### src/rtl/therm_alert_pkg.sv
package therm_alert_pkg;

    localparam int TEMP_W = 12;
    localparam int ADDR_W = 7;
    localparam int QCNT_W = 3;

    // alert-response query address, matched by the bus interface
    localparam logic [ADDR_W-1:0] ARA_QUERY_ADDR = 7'b0001100;

    typedef enum logic [1:0] {
        FQ_DEPTH1 = 2'b00,
        FQ_DEPTH2 = 2'b01,
        FQ_DEPTH4 = 2'b10,
        FQ_DEPTH6 = 2'b11
    } fq_sel_e;

    typedef struct packed {
        logic active;    // alert asserted (before polarity)
        logic armed_hi;  // interrupt mode: next trigger is the high limit
        logic cause;     // 1 = raised by high limit, 0 = by low limit
    } alert_st_t;

    localparam alert_st_t ALERT_RESET = '{active: 1'b0, armed_hi: 1'b1, cause: 1'b1};

    function automatic logic [QCNT_W-1:0] fq_depth(input fq_sel_e sel);
        case (sel)
            FQ_DEPTH1: fq_depth = 3'd1;
            FQ_DEPTH2: fq_depth = 3'd2;
            FQ_DEPTH4: fq_depth = 3'd4;
            default:   fq_depth = 3'd6;
        endcase
    endfunction

endpackage

### src/rtl/therm_limit_cmp.sv
module therm_limit_cmp #(
    parameter int W = therm_alert_pkg::TEMP_W
) (
    input  logic [W-1:0] temp,
    input  logic [W-1:0] hi_lim,
    input  logic [W-1:0] lo_lim,
    output logic         ge_hi,
    output logic         lt_lo
);
    // full-width signed compares, independent of converter resolution
    assign ge_hi = $signed(temp) >= $signed(hi_lim);
    assign lt_lo = $signed(temp) <  $signed(lo_lim);
endmodule

### src/rtl/therm_fault_queue.sv
module therm_fault_queue
    import therm_alert_pkg::*;
(
    input  logic       clk,
    input  logic       rst,
    input  logic       clr,
    input  logic       sample,
    input  logic       cond,
    input  logic [1:0] sel,
    output logic       hit
);
    logic [QCNT_W-1:0] cnt;
    logic [QCNT_W-1:0] depth;
    logic [QCNT_W:0]   cnt_inc;

    assign depth   = fq_depth(fq_sel_e'(sel));
    assign cnt_inc = {1'b0, cnt} + 1'b1;
    assign hit     = sample && cond && (cnt_inc >= {1'b0, depth});

    always_ff @(posedge clk) begin
        if (rst || clr) begin
            cnt <= '0;
        end else if (sample) begin
            if (!cond || hit) cnt <= '0;
            else              cnt <= cnt_inc[QCNT_W-1:0];
        end
    end

    p_cnt_bound_r1: assert property (@(posedge clk) disable iff (rst)
        cnt < 3'd6);

    p_miss_restarts_r4: assert property (@(posedge clk) disable iff (rst)
        (sample && !cond) |=> (cnt == '0));

    p_hold_without_sample_r12: assert property (@(posedge clk) disable iff (rst)
        (!sample && !clr) |=> $stable(cnt));
endmodule

### src/rtl/therm_alert.sv
module therm_alert
    import therm_alert_pkg::*;
#(
    parameter int TW = TEMP_W,
    parameter int AW = ADDR_W
) (
    input  logic          clk,
    input  logic          rst,
    input  logic          conv_done,
    input  logic [TW-1:0] temp_in,
    input  logic [TW-1:0] hi_lim,
    input  logic [TW-1:0] lo_lim,
    input  logic          irq_mode,
    input  logic          pol_high,
    input  logic [1:0]    fq_sel,
    input  logic          reg_read,
    input  logic          shutdown,
    input  logic          ara_done,
    input  logic          ara_won,
    input  logic          gc_reset,
    input  logic [AW-1:0] dev_addr,
    output logic          alert_pin,
    output logic          alert_active,
    output logic          ara_respond,
    output logic [AW:0]   ara_byte
);
    alert_st_t st, st_nxt;
    logic      sd_q;
    logic      ge_hi, lt_lo;
    logic      cond, hit, clr_evt;

    therm_limit_cmp #(.W(TW)) u_cmp (
        .temp   (temp_in),
        .hi_lim (hi_lim),
        .lo_lim (lo_lim),
        .ge_hi  (ge_hi),
        .lt_lo  (lt_lo)
    );

    // condition that advances the queue in the current state
    always_comb begin
        if (irq_mode) cond = !st.active && (st.armed_hi ? ge_hi : lt_lo);
        else          cond = st.active ? lt_lo : ge_hi;
    end

    therm_fault_queue u_fq (
        .clk    (clk),
        .rst    (rst),
        .clr    (gc_reset),
        .sample (conv_done),
        .cond   (cond),
        .sel    (fq_sel),
        .hit    (hit)
    );

    assign clr_evt = irq_mode && (reg_read || (ara_done && ara_won) || (shutdown && !sd_q));

    always_comb begin
        st_nxt = st;
        if (hit) begin
            if (irq_mode) begin
                st_nxt.active   = 1'b1;
                st_nxt.cause    = st.armed_hi;
                st_nxt.armed_hi = !st.armed_hi;
            end else begin
                st_nxt.active = !st.active;
                if (!st.active) st_nxt.cause = 1'b1;
            end
        end else if (clr_evt) begin
            st_nxt.active = 1'b0;
        end
    end

    always_ff @(posedge clk) begin
        if (rst || gc_reset) st <= ALERT_RESET;
        else                 st <= st_nxt;
        if (rst) sd_q <= 1'b0;
        else     sd_q <= shutdown;
    end

    assign alert_active = st.active;
    assign alert_pin    = pol_high ? st.active : !st.active;
    assign ara_respond  = st.active;
    assign ara_byte     = {dev_addr, st.cause};

    p_gc_clears_r10: assert property (@(posedge clk) disable iff (rst)
        gc_reset |=> !alert_active);

    p_cmp_stable_r3: assert property (@(posedge clk) disable iff (rst)
        (!irq_mode && !conv_done && !gc_reset) |=> $stable(st.active));

    p_rise_needs_conv_r12: assert property (@(posedge clk) disable iff (rst)
        $rose(st.active) |-> $past(conv_done));

    p_read_clears_r5: assert property (@(posedge clk) disable iff (rst)
        (irq_mode && reg_read && !conv_done) |=> !st.active);

    p_lost_keeps_r7: assert property (@(posedge clk) disable iff (rst)
        (irq_mode && st.active && ara_done && !ara_won && !reg_read &&
         !(shutdown && !sd_q) && !gc_reset) |=> st.active);

    p_irq_cause_hold_r9: assert property (@(posedge clk) disable iff (rst)
        (irq_mode && st.active && !gc_reset) |=> $stable(st.cause));
endmodule

### config.mk
export PLATFORM = sky130hd
export DESIGN_NAME = therm_alert
export DESIGN_NICKNAME = d
export VERILOG_FILES = /design/src/rtl/therm_alert_pkg.sv /design/src/rtl/therm_limit_cmp.sv /design/src/rtl/therm_fault_queue.sv /design/src/rtl/therm_alert.sv
export SDC_FILE = /design/constraint.sdc
export NUM_CORES = 1
export LEC_CHECK = 0
export ABC_AREA = 1
export BUFFER_PORTS_ARGS = -buffer_cell sky130_fd_sc_hd__buf_2
export CORE_MARGIN = 3
export CORE_UTILIZATION = 49
export DETAILED_ROUTE_END_ITERATION = 8
export PLACE_DENSITY = 0.84
export SYNTH_ARGS = -nofsm -noshare
export SYNTH_HDL_FRONTEND = slang
export SYNTH_SLANG_ARGS = --single-unit
### constraint.sdc
create_clock -name clk -period 2.9 [get_ports clk]
set_clock_uncertainty 0.1 [all_clocks]
set_input_delay 0.29 -clock clk [delete_from_list [all_inputs] [get_ports clk]]
set_output_delay 0.29 -clock clk [all_outputs]
set_load 0.02 [all_outputs]
==> impl_metrics.toml, run 1 <==
[final_layout]
multi_input_area_um2 = 820
drive_gt1_share_pct = 27.0
fillCellCount = 219
nets = 320
syn_to_final_growth_pct = 20.5
regArea_um2 = 140
stdcell_area_um2 = 1460
n_antenna_cell = 0

[yosys]
synth_area_um2 = 1210
ys_seq_area_share_pct = 11.5
ys_ff_latch = 7
yosysTopAreaCell = "ha_1"
yosysTopAreaCellShare_pct = 27.8
yosysUniqueCellTypes = 21
synth_edf_count = 0
synth_ff_type = "dfxtp_1"
async_flop_share_pct = 0
synth_warnings = 0
synth_area_leaders = "ha_1 28%, inv_1 15%, nand2_1 14%"
syn_inst = 191
ys_top_cells_by_count = "48 x inv_1, 44 x nand2_1, 27 x ha_1, 10 x a21oi_1"
syn-num-nets = 273
yosysMostFrequentCell = "inv_1"
syn_avg_cell_area_um2 = 6.36

[place]
placed_area_um2 = 1440
hpwl_um = 2260
gp_congestion = 0.845
portBuffers = 51

[clocking]
cts.sinks = 7
cts_resized = 0
clockBufferDepth = 2
cts-root-buf = "clkbuf_4"
cts.hold.buffers_added = 0
cts_tree = "done"
clk_pin_slew_ps = 50
cts_buffers = 3
insertion_delay_ps = 250
postCtsSetupRepairBufs = 0
cts_max_level = 1

[grt]
grt_pass1_vias = 1173
antenna_found_initial = 0
grt.overflow.total = 0
grt_usage_pct = 17.0
grt_max_degree = 9
grt_pass1_wl_um = 4510

[critical_path]
path_max_fanout = 6
critPathArrivalTime_ps = 2090
crit_path_start_kind = "flop"
required_ps = 2990
cp-end-kind = "flop"
worstSetupPathType = "reg -> reg"

[sta]
setup_tns_ps = 0
rsz0062_at_grt = "false"
final_hold_viol_count = 0
min_period_over_period_pct = 69.1
period_minus_slack_ps = 2000
report.final.slew_viol_count = 0
fmax_ghz = 0.499
worstMarginPinSlew_ps = 416
slew_headroom_pct = 72.1
setup_viol = 0

[die]
coreArea_um2 = 2280
start_util_pct = 53.4
die_y_um = 55.8
pin_count = 66
die_width_um = 55.8
dieArea_um2 = 3110
floorplan.rows = 17

[pwr]
total_power_uw = 350
leakagePower_nw = 0.938
max-vdd-ir-drop_mv = 0.259
power.density_nw_per_um2 = 239

[routing]
postRouteWirelength_um = 2550
wl_per_cell_um = 9.62
dr_total_vias = 1258
route.detailed.drc = 0
drt-pass1-iter-count = 4
antenna_left = 0
viasPerCell = 4.75
drt-initial-drc-count = 21

[run_status]
outcome = "complete, no violations"

[min_path]
min_path_type = "in -> reg"

[flow_run]
maxCapViolations = 0
-- worst max-delay path: stages, from the launching register on --
cell	delay, ps
dfxtp_1	330
ha_1	320
ha_1	300
o21ai_0	70
nand2_1	70
a211oi_1	270
nor2_1	180
inv_1	90
nand3_1	80
a21oi_1	130
-- power breakdown --
part	switching (mW)	internal, mW
clock network	0.0375	0.0526
logic	0.0873	0.0722
registers	0.00174	0.0985
total	0.127	0.223
-- cells by family after synthesis --
group	Yosys count	synth area share (%)
XOR/XNOR	2	1.44
adder cells (fa/ha/maj)	27	27.8
flip-flops	7	11.5
AO/OA/AOI/OAI	19	8.75
buffers and inverters	59	21.0
AND/OR/NAND/NOR	77	29.5
-- area by class of cell --
cell class	count	area share, %
tap	28	2.39
sequential	7	9.57
timing repair buffer	51	17.4
inverter	50	12.8
clock buffer	4	1.79
multi-input combinational	125	56.0
-- sequential cells by signal, summed over array words and instances, names as in the netlist --
register,cells
sd_q,1
u_fq.cnt,3
st,1
alert_active,1
ara_byte,1
-- worst paths after layout --
path / end / cells after the start / from / slack [ps]
worst min-delay path: sd_q$_SDFF_PP0_ / 2 / rst / 110
worst min register to register: st[1]$_SDFFE_PP1P_ / 2 / st[1]$_SDFFE_PP1P_ / 370
worst max-delay path: u_fq.cnt[0]$_SDFFE_PP0P_ / 9 / u_fq.cnt[0]$_SDFFE_PP0P_ / 900
worst max register to register: u_fq.cnt[0]$_SDFFE_PP0P_ / 9 / u_fq.cnt[0]$_SDFFE_PP0P_ / 900
-- per-layer routing --
metal  global-route usage [%]  vias up  wire, um
met1                     21.3      540      1180
li1                         -      678         -
met5                        0        -         0
met4                     2.43        0        10
met2                     29.9       36      1180
met3                     3.94        4       177
-- through the flow --
step / hold slack [ps] / utilization [%] / setup slack, ps / std cells
finish: 109 / 64.3 / 895 / 265
global route: 112 / 64.3 / 792 / 265
CTS: 107 / 64.3 / 915 / 265
detailed placement: 357 / 63.2 / 940 / 261
global placement: 348 / 63.2 / 1000 / 261
floorplan: 262 / - / 1110 / 191
-- placed cells by master (no fill, tap or decap), drive strengths merged --
cell | netlist | routed
nand2 | 48 | 48
a211oi | 1 | 1
clkbuf | 0 | 4
o21ai | 5 | 5
inv | 50 | 50
a21o | 2 | 2
a21oi | 11 | 11
xnor2 | 2 | 2
dfxtp | 7 | 7
nand3b | 3 | 3
buf | 9 | 51
nor3 | 1 | 1
nand4 | 4 | 4
nor2 | 10 | 10
nand3 | 11 | 11
ha | 27 | 27
No activity file was read; power rests on OpenSTA's default activity.
==> run 2, diff against run 1 <==
- CORE_UTILIZATION: 49 -> 41
- PLACE_DENSITY: 0.84 -> 0.74
- clock period: 2.9 -> 1.7 ns (I/O delays scaled with it)
==> impl_metrics.toml, run 2 (synthesis results as in run 1) <==
[run_status]
outcome = "complete, but fails checks"
violations = "setup timing"

[final_layout]
layout_commonest_cell = "buf_2"
largest_reg_flops = 3
nets = 329
syn_to_final_growth_pct = 31.7
finalCoreUtilization_pct = 57.5
drive_gt1_share_pct = 33.3
n_antenna_cell = 0
final_cell_mix = "51 x buf_2, 48 x inv_1, 44 x nand2_1"
top_register = "u_fq.cnt"

[routing]
postRouteWirelength_um = 2460
met2_length_um = 1160
route.detailed.drc = 0
dr_wl_met3_um = 175
dr.max_layer_used = "met3"
drt-initial-drc-count = 29
antenna_left = 0
dr_total_vias = 1249
viasPerCell = 4.51
wl_per_cell_um = 8.87
met1_length_um = 1120
drt-pass1-iter-count = 4

[min_path]
min_path_type = "in -> reg"
holdPathEnd = "sd_q$_SDFF_PP0_"
whs_path_depth = 3
hold_start = "shutdown"

[sta]
slew_headroom_pct = 82.8
final_hold_viol_count = 0
setup_tns_ps = -233
min_period_over_period_pct = 104
period_minus_slack_ps = 1760
report.final.slew_viol_count = 0
fmax_ghz = 0.567
holdWs_ps = 34.5
setup_viol = 6
rsz0062_at_grt = "true"
setup_slack_ps = -62.9
worstMarginPinSlew_ps = 258

[clocking]
cts_max_level = 1
clk_pin_slew_ps = 50
clockBufferDepth = 2
cts-root-buf = "clkbuf_4"
insertion_delay_ps = 250
cts.sinks = 7
cts_tree = "done"
cts_buffers = 3

[grt]
grt_pass1_vias = 1086
grt_usage_pct = 13.4
grt_max_degree = 9
grt_pass1_wl_um = 3910
grt.overflow.total = 0
antenna_found_initial = 0

[die]
floorplan.rows = 19
die_width_um = 60.4
die_y_um = 60.4
coreArea_um2 = 2780
start_util_pct = 43.7
pin_count = 66
dieArea_um2 = 3650

[place]
portBuffers = 51
hpwl_um = 2140
gp_congestion = 0.831

[critical_path]
worstSetupPathType = "reg -> reg"
critPathArrivalTime_ps = 1850
reg2reg_depth = 8
crit_path_start_kind = "flop"
required_ps = 1790
r2r_end = "u_fq.cnt[2]$_SDFFE_PP0P_"
reg2reg_slack_ps = -60
r2r-start = "u_fq.cnt[0]$_SDFFE_PP0P_"
path_max_fanout = 2
cp-end-kind = "flop"

[pwr]
max-vdd-ir-drop_mv = 0.370
power.density_nw_per_um2 = 384
leakagePower_nw = 0.983

[flow_run]
maxCapViolations = 0
run 2: repair_timing:
| item | in CTS | in global routing |
|---|---|---|
| buffers inserted | 2 | 0 |
| resized for setup | 2 | 2 |
| endpoints found under the hold margin | 1 | 0 |
| pin swaps | 11 | 3 |
| setup endpoints to repair | 6 | 6 |
| hold buffers | 1 | 0 |
run 2: worst max path at each step:
stage | start | end | slack [ps] | cells after the start
3_5_place_dp | temp_in[7] | st[1]$_SDFFE_PP1P_ | -110 | 12
4_1_cts | u_fq.cnt[0]$_SDFFE_PP0P_ | u_fq.cnt[2]$_SDFFE_PP0P_ | -80 | 8
5_1_grt | u_fq.cnt[0]$_SDFFE_PP0P_ | u_fq.cnt[2]$_SDFFE_PP0P_ | -180 | 8
3_3_place_gp | temp_in[7] | ara_byte[0]$_SDFFE_PP1P_ | -80 | 12
2_1_floorplan | u_fq.cnt[1]$_SDFFE_PP0P_ | u_fq.cnt[1]$_SDFFE_PP0P_ | 20 | 8
6_report | u_fq.cnt[0]$_SDFFE_PP0P_ | u_fq.cnt[2]$_SDFFE_PP0P_ | -60 | 8
run 2: cell type report:
cell class | count | area [um2]
timing repair buffer | 60 | 325
tap | 31 | 38.8
sequential | 7 | 143
fill | 275 | 1180
multi-input combinational | 125 | 880
inverter | 50 | 188
clock buffer | 4 | 26.3
run 2: routing by layer:
layer  vias to the layer above  global-route usage, %
li1                        699                      -
met1                       516                   17.2
met2                        34                   23.8
met3                         0                  0.851
met4                         0                   4.64
met5                         -                      0
run 2: stage by stage:
stage | std cells | setup WS [ps] | power [mW] | instance area [um2]
floorplan | 191 | 21.3 | 0.381 | 1250
global placement | 270 | -79.3 | 0.455 | 1520
detailed placement | 270 | -106 | 0.458 | 1520
CTS | 277 | -79.5 | 0.623 | 1580
global route | 277 | -175 | 0.677 | 1600
finish | 277 | -62.9 | 0.614 | 1600
run 2: report_power, final:
part           switching [mW]  internal (mW)  total [mW]
logic                   0.151          0.141       0.293
clock network          0.0605         0.0895       0.150
registers             0.00292          0.168       0.171
run 2: critical path, stage by stage (launching register included):
cell and delay (ps):
dfxtp_2 330, ha_4 250, ha_4 230, o21ai_2 40, nand2_1 70, a211oi_2 260
nand2_1 90, nand3b_1 180, a21oi_2 140
==> run 3, diff against run 2 <==
- CORE_UTILIZATION: 41 -> 40
- CTS_CLUSTER_SIZE: not set -> 12
- PLACE_DENSITY: 0.74 -> 0.73
- SYNTH_HIERARCHICAL: not set -> 1
==> impl_metrics.toml, run 3 <==
[routing]
drt-pass1-iter-count = 4
drt-initial-drc-count = 26
dr_total_vias = 1294
route.detailed.drc = 0
wl_per_cell_um = 10.0
postRouteWirelength_um = 2820
viasPerCell = 4.60
antenna_left = 0

[critical_path]
cp_num_buf_inv = 1
r2r-start = "u_fq/cnt[0]$_SDFFE_PP0P_"
path_max_fanout = 4
required_ps = 1740
cp_cell_sequence = "buf_2, ha_4, nand4_1, nor2_4, nand2_1, nand3_1, nand2_1, nand3_1, o21ai_1, o21ai_1, nand2_2, a21oi_4, o21ai_2, nand2_1, o211ai_1"
cp_slowest_cell = "ha_4"
reg2reg_depth = 9
cp-end-kind = "flop"
critPathArrivalTime_ps = 1800
critPathTopFamily = "simple AND/OR/NAND/NOR gates"
max_stage_delay_ps = 250
crit_path_start_kind = "input port"
worst_path_most_repeated_cell = "nand2_1"
r2r_end = "ara_byte[0]$_SDFFE_PP1P_"
reg2reg_slack_ps = -40
worstSetupPathType = "in -> reg"

[yosys]
synth_edf_count = 0
synth_warnings = 6
synth_ff_type = "dfxtp_1"
ys_seq_area_share_pct = 11.7
yosysUniqueCellTypes = 22
synth_area_um2 = 1190
yosysMostFrequentCell = "inv_1"
syn_avg_cell_area_um2 = 6.18
synth_area_leaders = "ha_1 28%, inv_1 16%, nand2_1 15%"
async_flop_share_pct = 0
yosysTopAreaCellShare_pct = 28.3
yosysTopAreaCell = "ha_1"
syn-num-nets = 275
syn_inst = 193
ys_top_cells_by_count = "50 x inv_1, 47 x nand2_1, 27 x ha_1, 13 x a21oi_1"
ys_ff_latch = 7

[die]
floorplan.rows = 19
die_y_um = 60.6
pin_count = 66
die_width_um = 60.6
dieArea_um2 = 3680
start_util_pct = 42.6
coreArea_um2 = 2810

[place]
portBuffers = 51
gp_congestion = 0.728
hpwl_um = 2230
dp.cells = 276

[final_layout]
final_cell_mix = "39 x nand2_1, 38 x buf_2, 34 x inv_1"
syn_to_final_growth_pct = 59.4
drive_gt1_share_pct = 48.8
fillCellCount = 254
regArea_um2 = 141
final_cells = 281
multi_input_area_um2 = 1040
top_register = "u_fq/cnt"
layout_commonest_cell = "nand2_1"
largest_reg_flops = 3
n_antenna_cell = 0
nets = 333

[clocking]
clockBufferDepth = 2
clk_pin_slew_ps = 60
cts_buffers = 3
cts.sinks = 7
cts_tree = "done"
cts-root-buf = "clkbuf_4"
insertion_delay_ps = 260
cts_max_level = 1

[flow_run]
maxCapViolations = 0

[grt]
grt.overflow.total = 0
grt_pass1_vias = 1133
use_met1_pct = 18.0
top_usage_layer = "met2"
grt_max_degree = 6
grtUsageMet3_pct = 3.40
use_met2_pct = 26.6
antenna_found_initial = 0
grt_usage_pct = 14.7
grt_pass1_wl_um = 4260

[min_path]
hold_start = "rst"
whs_path_depth = 2
holdPathEnd = "sd_q$_SDFF_PP0_"
min_path_type = "in -> reg"

[pwr]
leakagePower_nw = 1.02
total_power_uw = 720
max-vdd-ir-drop_mv = 0.300
power.density_nw_per_um2 = 378

[sta]
min_period_over_period_pct = 104
fmax_ghz = 0.568
period_minus_slack_ps = 1760
report.final.slew_viol_count = 0
setup_slack_ps = -61.4
rsz0062_at_grt = "true"
slew_headroom_pct = 80.3
final_hold_viol_count = 0
setup_viol = 4
worstMarginPinSlew_ps = 292

[run_status]
violations = "setup timing"
outcome = "complete, but fails checks"
## run 3: cell count changes in the layout (fill, tap and decap cells not counted), sizes merged, moves of 2 or more
| cell | delta |
|---|---|
| nand3b | -3 |
| buf | +3 |
| inv | +3 |
| nand4 | +2 |
| nand3 | -2 |
| a21oi | +2 |
## run 3: logic make-up after synthesis
family                     share of synthesized area [%]
AOI/OAI and AO/OA                                   9.22
xor gates and xnor gates                            1.47
adders and majority gates                           28.3
buffers and inverters                               22.6
DFF                                                 11.7
and+or+nand+nor                                     26.6
## run 3: layout make-up
| class | count | area share (%) |
|---|---|---|
| multi-input cells | 123 | 54.6 |
| repair buffers | 62 | 23.0 |
| inverters | 54 | 11.6 |
| flip-flops and latches | 7 | 7.43 |
| well taps | 31 | 2.04 |
| clock buffers | 4 | 1.38 |
## run 3: how the worst max path moves through the flow
stage                      from                  endpoint  slack, ps  depth (start not counted)
CTS                 temp_in[11]  ara_byte[0]$_SDFFE_PP1P_        -40                         17
floorplan            hi_lim[11]  ara_byte[0]$_SDFFE_PP1P_        -60                         17
global route          lo_lim[4]  ara_byte[0]$_SDFFE_PP1P_       -200                         17
finish               temp_in[4]  ara_byte[0]$_SDFFE_PP1P_        -60                         15
detailed placement   temp_in[9]  ara_byte[0]$_SDFFE_PP1P_       -380                         14
global placement     hi_lim[11]  ara_byte[0]$_SDFFE_PP1P_       -320                         18
## run 3: per-layer routing
| metal | wire [um] | vias to the layer above |
|---|---|---|
| met4 | 0 | 0 |
| met1 | 1190 | 556 |
| met3 | 197 | 0 |
| met2 | 1430 | 35 |
| met5 | 0 | - |
| li1 | - | 703 |
## run 3: timing repair
item / 4_1_cts / 5_1_grt
pin swaps: 28 / 29
gates resized for setup: 34 / 25
hold buffers: 0 / 0
setup endpoints to repair: 3 / 6
buffers inserted: 1 / 0
## run 3: through the flow
step	setup TNS [ps]	util (%)	setup WS, ps	hold slack, ps	cell area [um2]
after floorplan	-74.5	-	-63.4	141	1320
after global placement	-1340	57.7	-317	240	1620
after detailed placement	-1710	57.7	-384	240	1620
after CTS	-103	63.6	-44.3	1.38	1790
after global routing	-838	67.8	-199	6.41	1900
final	-79.5	67.8	-61.4	6.25	1900
## run 3: power by group
group | internal, mW | leakage [nW] | switching (mW)
Combinational | 0.207 | 0.950 | 0.188
Sequential | 0.168 | 0.0574 | 0.00304
Clock | 0.0898 | 0.0150 | 0.0646
Total | 0.465 | 1.02 | 0.256
